--- config.mk ---
export PLATFORM = sky130hd
export DESIGN_NAME = smart_window_buf
export DESIGN_NICKNAME = d
export VERILOG_FILES = /design/src/rtl/sw_pkg.sv /design/src/rtl/sw_fill_ctrl.sv /design/src/rtl/sw_reg_array.sv /design/src/rtl/smart_window_buf.sv
export SDC_FILE = /design/constraint.sdc
export NUM_CORES = 1
export LEC_CHECK = 0
export BUFFER_PORTS_ARGS = -buffer_cell sky130_fd_sc_hd__buf_2
export CAP_MARGIN = 40
export CORE_MARGIN = 5
export CORE_UTILIZATION = 40
export CTS_CLUSTER_DIAMETER = 120
export DETAILED_ROUTE_END_ITERATION = 8
export PLACE_DENSITY = 0.76
export SKIP_CTS_REPAIR_TIMING = 1
export SYNTH_ARGS = -nofsm -noshare
export SYNTH_HDL_FRONTEND = slang
export SYNTH_HIERARCHICAL = 1
export SYNTH_SLANG_ARGS = --single-unit
export TNS_END_PERCENT = 5
--- constraint.sdc ---
create_clock -name clk -period 6.9 [get_ports clk]
set_input_delay 1.38 -clock clk [delete_from_list [all_inputs] [get_ports clk]]
set_output_delay 1.38 -clock clk [all_outputs]
set_load 0.01 [all_outputs]
--- src/rtl/sw_pkg.sv ---
package sw_pkg;
   typedef enum logic [1:0] {
      FILL_EMPTY = 2'd0,
      FILL_HALF  = 2'd1,
      FILL_FULL  = 2'd2
   } fill_t;

   function automatic int unsigned cnt_width(input int unsigned n);
      return (n > 1) ? $clog2(n) : 1;
   endfunction
endpackage

--- src/rtl/sw_fill_ctrl.sv ---
module sw_fill_ctrl
   import sw_pkg::*;
#(
   parameter int unsigned NUM_WIN = 25
) (
   input  logic clk,
   input  logic rst,
   input  logic in_valid,
   input  logic out_ready,
   output logic in_ready,
   output logic out_valid,
   output logic out_last,
   output logic shift_en,
   output logic load_lo,
   output logic load_hi
);
   localparam int unsigned CNT_W = cnt_width(NUM_WIN);

   fill_t fill_q, post_fill, fill_d;
   logic  out_fire, in_fire, is_last;

   generate
      if (NUM_WIN == 1) begin : g_single
         assign is_last = 1'b1;
      end else begin : g_count
         logic [CNT_W-1:0] cnt_q;
         always_ff @(posedge clk) begin
            if (rst)
               cnt_q <= '0;
            else if (out_fire)
               cnt_q <= is_last ? '0 : cnt_q + 1'b1;
         end
         assign is_last = (cnt_q == CNT_W'(NUM_WIN - 1));
      end
   endgenerate

   assign out_valid = (fill_q == FILL_FULL);
   assign out_last  = out_valid & is_last;
   assign out_fire  = out_valid & out_ready;

   always_comb begin
      if (out_fire)
         post_fill = is_last ? FILL_EMPTY : FILL_HALF;
      else
         post_fill = fill_q;
   end

   assign in_ready = (post_fill != FILL_FULL);
   assign in_fire  = in_valid & in_ready;
   assign shift_en = out_fire & ~is_last;
   assign load_lo  = in_fire & (post_fill == FILL_EMPTY);
   assign load_hi  = in_fire & (post_fill == FILL_HALF);

   always_comb begin
      fill_d = post_fill;
      if (in_fire) begin
         case (post_fill)
            FILL_EMPTY: fill_d = FILL_HALF;
            FILL_HALF:  fill_d = FILL_FULL;
            default:    fill_d = post_fill;
         endcase
      end
   end

   always_ff @(posedge clk) begin
      if (rst) fill_q <= FILL_EMPTY;
      else     fill_q <= fill_d;
   end
endmodule

--- src/rtl/sw_reg_array.sv ---
module sw_reg_array #(
   parameter int unsigned ELEM_W  = 32,
   parameter int unsigned BEAT_N  = 4,
   parameter int unsigned OVERLAP = 2
) (
   input  logic                              clk,
   input  logic                              shift_en,
   input  logic                              load_lo,
   input  logic                              load_hi,
   input  logic [BEAT_N*ELEM_W-1:0]          beat_in,
   output logic [(BEAT_N+OVERLAP)*ELEM_W-1:0] win_out
);
   localparam int unsigned REG_N = 2 * BEAT_N;
   localparam int unsigned WIN_N = BEAT_N + OVERLAP;

   logic [ELEM_W-1:0] slot_q [REG_N];

   genvar j;
   generate
      for (j = 0; j < BEAT_N; j++) begin : g_slot
         always_ff @(posedge clk) begin
            if (load_lo)
               slot_q[j] <= beat_in[j*ELEM_W +: ELEM_W];
            else if (shift_en)
               slot_q[j] <= slot_q[j+BEAT_N];
         end
         always_ff @(posedge clk) begin
            if (load_hi)
               slot_q[j+BEAT_N] <= beat_in[j*ELEM_W +: ELEM_W];
         end
      end
      for (j = 0; j < WIN_N; j++) begin : g_win
         assign win_out[j*ELEM_W +: ELEM_W] = slot_q[j];
      end
   endgenerate
endmodule

--- src/rtl/smart_window_buf.sv ---
module smart_window_buf #(
   parameter int unsigned ELEM_W  = 32,
   parameter int unsigned BEAT_N  = 4,
   parameter int unsigned OVERLAP = 2,
   parameter int unsigned NUM_WIN = 25
) (
   input  logic                              clk,
   input  logic                              rst,
   input  logic                              in_valid,
   output logic                              in_ready,
   input  logic [BEAT_N*ELEM_W-1:0]          in_beat,
   output logic                              out_valid,
   input  logic                              out_ready,
   output logic [(BEAT_N+OVERLAP)*ELEM_W-1:0] out_win,
   output logic                              out_last
);
   localparam int unsigned WIN_N = BEAT_N + OVERLAP;

   generate
      if (OVERLAP > BEAT_N) begin : g_bad_overlap
         $error("OVERLAP must not exceed BEAT_N");
      end
      if (NUM_WIN < 1) begin : g_bad_count
         $error("NUM_WIN must be at least 1");
      end
      if (ELEM_W < 1) begin : g_bad_width
         $error("ELEM_W must be at least 1");
      end
   endgenerate

   logic shift_en, load_lo, load_hi;

   sw_fill_ctrl #(.NUM_WIN(NUM_WIN)) u_ctrl (
      .clk       (clk),
      .rst       (rst),
      .in_valid  (in_valid),
      .out_ready (out_ready),
      .in_ready  (in_ready),
      .out_valid (out_valid),
      .out_last  (out_last),
      .shift_en  (shift_en),
      .load_lo   (load_lo),
      .load_hi   (load_hi)
   );

   sw_reg_array #(.ELEM_W(ELEM_W), .BEAT_N(BEAT_N), .OVERLAP(OVERLAP)) u_regs (
      .clk      (clk),
      .shift_en (shift_en),
      .load_lo  (load_lo),
      .load_hi  (load_hi),
      .beat_in  (in_beat),
      .win_out  (out_win)
   );
endmodule

Word-level counts from Yosys, hierarchy flattened
Memories as Yosys holds them, arrays and structs flattened.
Cells that the tools add are included.
- eq/ne operators: 4
- $add $sub $neg: 1
- bitwise operators: 11
- muxes and demuxes: 16
- reduce and logical (&&, ||, !) cells: 1
- operators by type and width (kind ; count):
    32-bit 2-to-1 mux ; 4
    1-bit 2-to-1 mux ; 8
    1-bit AND ; 6
    5-bit by 1-bit adder with 5-bit output, second input constant ; 1
    5-bit equality test, second input constant ; 1
    5-bit 2-to-1 mux ; 1
    2-bit 2-to-1 mux ; 2
    1-bit OR ; 4
    2-bit one-hot mux with 2 select lines ; 1
    2-bit by 1-bit equality test with 1-bit output, second input constant ; 1
    2-bit equality test, second input constant ; 1
    2-bit zero test ; 1
    2-bit inequality test, second input constant ; 1
    1-bit NOT ; 1
- word-level logic and storage cells: 36
- bits of input ports: 132
- RAM bits: 256
- memories: 1
- bits in registers: 7
- memories (name ; words ; width ; read ports ; clocked after memory_dff ; write ports ; line ; source):
    u_regs.slot_q ; 8 ; 32 ; 8 ; 0 ; 8 ; sw_reg_array.sv:16 ; logic [ELEM_W-1:0] slot_q [REG_N];

Longest topological paths before layout
- word-level depth: 9
- depth in mapped cells: 11
- depth with buffers taken out: 9

Hierarchy
Netlist, hierarchy kept.
- modules (own cells, without submodules) (module ; cells each ; area each (µm²) ; sequential area each (µm²) ; times used):
    sw_reg_array ; 592 ; 11198.2 ; 7687.4 ; 1
    sw_fill_ctrl ; 50 ; 456.7 ; 140.1 ; 1

Worst setup path before layout
No wires, ideal clock.
- kind: input -> register
- start point: input port out_ready
- end point: memory u_regs.slot_q[4][0], in the netlist u_regs/slot_q[0][128] (enable)
- arrival: 5.059 ns
- library setup time: 0.503 ns
- setup slack: 1.338 ns
- path buffers: 0
- stages on the path: 5
- cells stage by stage: and3b_2 a21oi_1 ha_1 inv_1 and3_1
- RTL lines (what ; line ; source):
    start: declaration ; smart_window_buf.sv:13 ; input logic out_ready,
    end: declaration ; sw_reg_array.sv:16 ;

Final worst setup path
- start point: input port out_ready
- end point: output port in_ready
- word-level cells in the longest chain between the ends: 3
- ends and longest elaborated chain (what ; line ; source):
    1-bit AND ; sw_fill_ctrl.sv:39 ; assign out_fire = out_valid & out_ready;
    2-bit 2-to-1 mux ; sw_fill_ctrl.sv:42 ; if (out_fire)
    2-bit inequality test ; sw_fill_ctrl.sv:48 ; assign in_ready = (post_fill != FILL_FULL);
    end: declaration ; smart_window_buf.sv:10 ; output logic in_ready,
No other way between the ends.

==> metrics.yaml <==
run_status:
  status: "completed"
global_routing:
  grt_usage_pct: 12.8
  grt_pass1_wl_um: 33800
  grt_pass1_vias: 5877
  grt_max_degree: 70
  antenna_found_initial: 1
  grt.overflow.total: 0
detailed_routing:
  dr.pass1.iters: 4
  post_drt_via_cell_ratio: 4.47
  drc: 0
  ant_nets: 0
  vias: 5383
  routed_wirelength_um: 22000
  drt_iter0_markers: 239
  post_drt_wl_per_cell_um: 18.3
power:
  p_leak_uw: 0.00551
  cellPowerDensity_mw_per_mm2: 285
  irDropWorstVdd_mv: 0.183
  power.total_uw: 3730
timing:
  finalSetupViolCount: 0
  finalSetupTns_ns: 0
  rsz0062_at_grt: "no"
  tightest_slew_ns: 0.851
  fin_crit_sh_pct: 57.8
  slew_violations: 0
  maxSlewHeadroom_pct: 43.2
  max_freq_ghz: 0.251
  finClkSkew_ns: 0.0190
  hold_violations: 0
  period_minus_slack_ns: 3.99
placement:
  place_hpwl_um: 15500
  port_buffers: 326
  gp_congestion: 0.740
yosys:
  syn-cell-area_mm2: 0.0117
  async_flop_share_pct: 0
  yosys.area.top_type: "edfxtp_1"
  yosys-top-cells-area: "edfxtp_1 (66%), mux2_4 (15%), buf_4 (12%), buf_6 (1.4%), dfxtp_1 (1.2%)"
  synth_flop_cell: "edfxtp_1"
  ys_warn_count: 6
  syn_avg_cell_area_um2: 18.2
  syn_nets: 779
  syn-instance-count: 642
  ys_seq_elements: 263
  synth-edff-count: 256
  yosys.area.top_type_share_pct: 66.0
  ys_types: 28
  ys_seq_area_share_pct: 67.2
setup_path:
  rr_endpoint: "u_regs/slot_q[0][20]$_DFFE_PP_"
  cp.buffers_inverters: 3
  critPathTopFamily: "compound AO/OA/AOI/OAI gates"
  cp_slowest_cell: "a21oi_1"
  cp-end-kind: "output pin"
  cp_cell_sequence: "buf_2 -> and3b_2 -> a21oi_1 -> ha_1 -> inv_1 -> buf_2"
  arrival_ns: 2.61
  crit_top_cell: "buf_2"
  required_ns: 5.52
  r2r_cells: 9
  critical_path_class: "input port to output pin"
  rrSetupSlack_ns: 3.48
  critPathMaxFanout: 12
  worstReg2RegStart: "u_ctrl/g_count.cnt_q[0]$_SDFFE_PP0N_"
  cp_slowest_stage_delay_ns: 0.34
  critPathLaunchType: "input port"
layout:
  area_growth_pct: 12.5
  fill_cells: 2508
  multi_input_area_mm2: 0.00221
  drive_gt1_share_pct: 61.1
  seq_area_mm2: 0.00783
  nets: 934
worst_hold_path:
  min_to: "u_regs/slot_q[0][97]$_DFFE_PP_"
  holdCritPathClass: "flop to flop"
  holdPathStages: 1
  hold_start: "u_regs/slot_q[0][225]$_DFFE_PP_"
clocking:
  cts_buffers: 27
  h-tree-depth: 1
  clockBufferDepth: 3
  root_buffer: "clkbuf_16"
  clkSinkCount: 263
  worstSkewPairLatency_ns: 0.54
  cts_tree: "done"
  cts.clk_slew.worst_paths_ns: 0.06
floorplan:
  die_h_um: 181
  core_area_mm2: 0.0287
  die_area_mm2: 0.0327
  die_w_um: 181
  start_util_pct: 40.6
  ioPinCount: 327
  rows: 62
run:
  maxCapViolCount: 0
-- state kept, by name, indices dropped and copies added, names as in the netlist --
signal,cells
u_ctrl/fill_q,2
u_ctrl/g_count.cnt_q,5
u_regs/slot_q,256
-- cell usage after synthesis (all sizes together) (3+ instances only) --
cell,instances
a21oi,3
a311oi,3
buf,207
dfxtp,7
edfxtp,256
ha,5
inv,5
mux2,128
nand2b,5
nand3,4
-- cells by family after synthesis --
kind of cell | count (synthesis) | share of synthesized area, %
DFF | 263 | 67.2
AOI/OAI and AO/OA | 11 | 0.794
muxes | 128 | 16.2
buffers and inverters | 212 | 14.0
adders and majority gates | 5 | 0.537
and+or+nand+nor | 23 | 1.30
-- per-layer routing --
metal	global-route usage (%)	vias up	share of wire [%]
li1	-	2493	-
met1	15.3	2629	39
met2	22.1	224	50
met3	4.06	37	8.5
met4	3.99	0	2.9
met5	0	-	0
-- power breakdown --
| group | internal, uW | leakage, uW | switching, uW |
|---|---|---|---|
| registers | 1920 | 0.00245 | 37.5 |
| clock network | 794 | 0.000413 | 592 |
| logic | 173 | 0.00264 | 220 |
-- worst max path at each step --
stage / startpoint / endpoint / slack, ns / cells after the start
3_5_place_dp: out_ready / u_regs/slot_q[0][95]$_DFFE_PP_ / 2.57 / 8
2_1_floorplan: out_ready / u_regs/slot_q[0][128]$_DFFE_PP_ / 1.34 / 5
4_1_cts: out_ready / in_ready / 2.92 / 6
3_3_place_gp: out_ready / u_regs/slot_q[0][18]$_DFFE_PP_ / 2.64 / 8
6_report: out_ready / in_ready / 2.91 / 6
5_1_grt: out_ready / in_ready / 2.84 / 6
-- stage by stage --
stage          instances  utilization [%]  hold slack (ns)  setup slack (ns)  instance area (um^2)
6_report            1203             45.7            0.524              2.91                 13100
5_1_grt             1202             45.7            0.547              2.84                 13100
4_1_cts             1201             45.6            0.527              2.92                 13100
3_5_place_dp        1152             42.7            0.512              2.57                 12300
3_3_place_gp        1151             42.6            0.506              2.64                 12200
2_1_floorplan        642                -            0.480              1.34                 11700
-- cell type report --
cell class                      count  share of cell area, %
Antenna cell                        2                 0.0382
Clock buffer                       30                   5.24
Clock inverter                     19                   1.22
Inverter                            5                  0.143
Multi-Input combinational cell    167                   16.8
Sequential cell                   263                   59.7
Tap cell                          384                   3.67
Timing Repair Buffer              333                   13.1
-- cells in the final DEF (no fill, tap or decap), types with 2 or more instances in the layout --
master        n
buf_2       326
edfxtp_1    256
mux2_4      120
clkbuf_16    27
mux2_1        8
clkinv_1      7
dfxtp_1       7
clkinv_2      6
inv_1         5
ha_1          5
nand2b_1      4
nand3_1       4
buf_4         4
clkbuf_1      3
a21oi_1       3
buf_12        3
diode_2       2
bufinv_16     2
clkinvlp_4    2
and2_1        2
nand2_1       2
a31oi_1       2
nor2_1        2
a311oi_1      2
(Power assumes the default switching activity.)
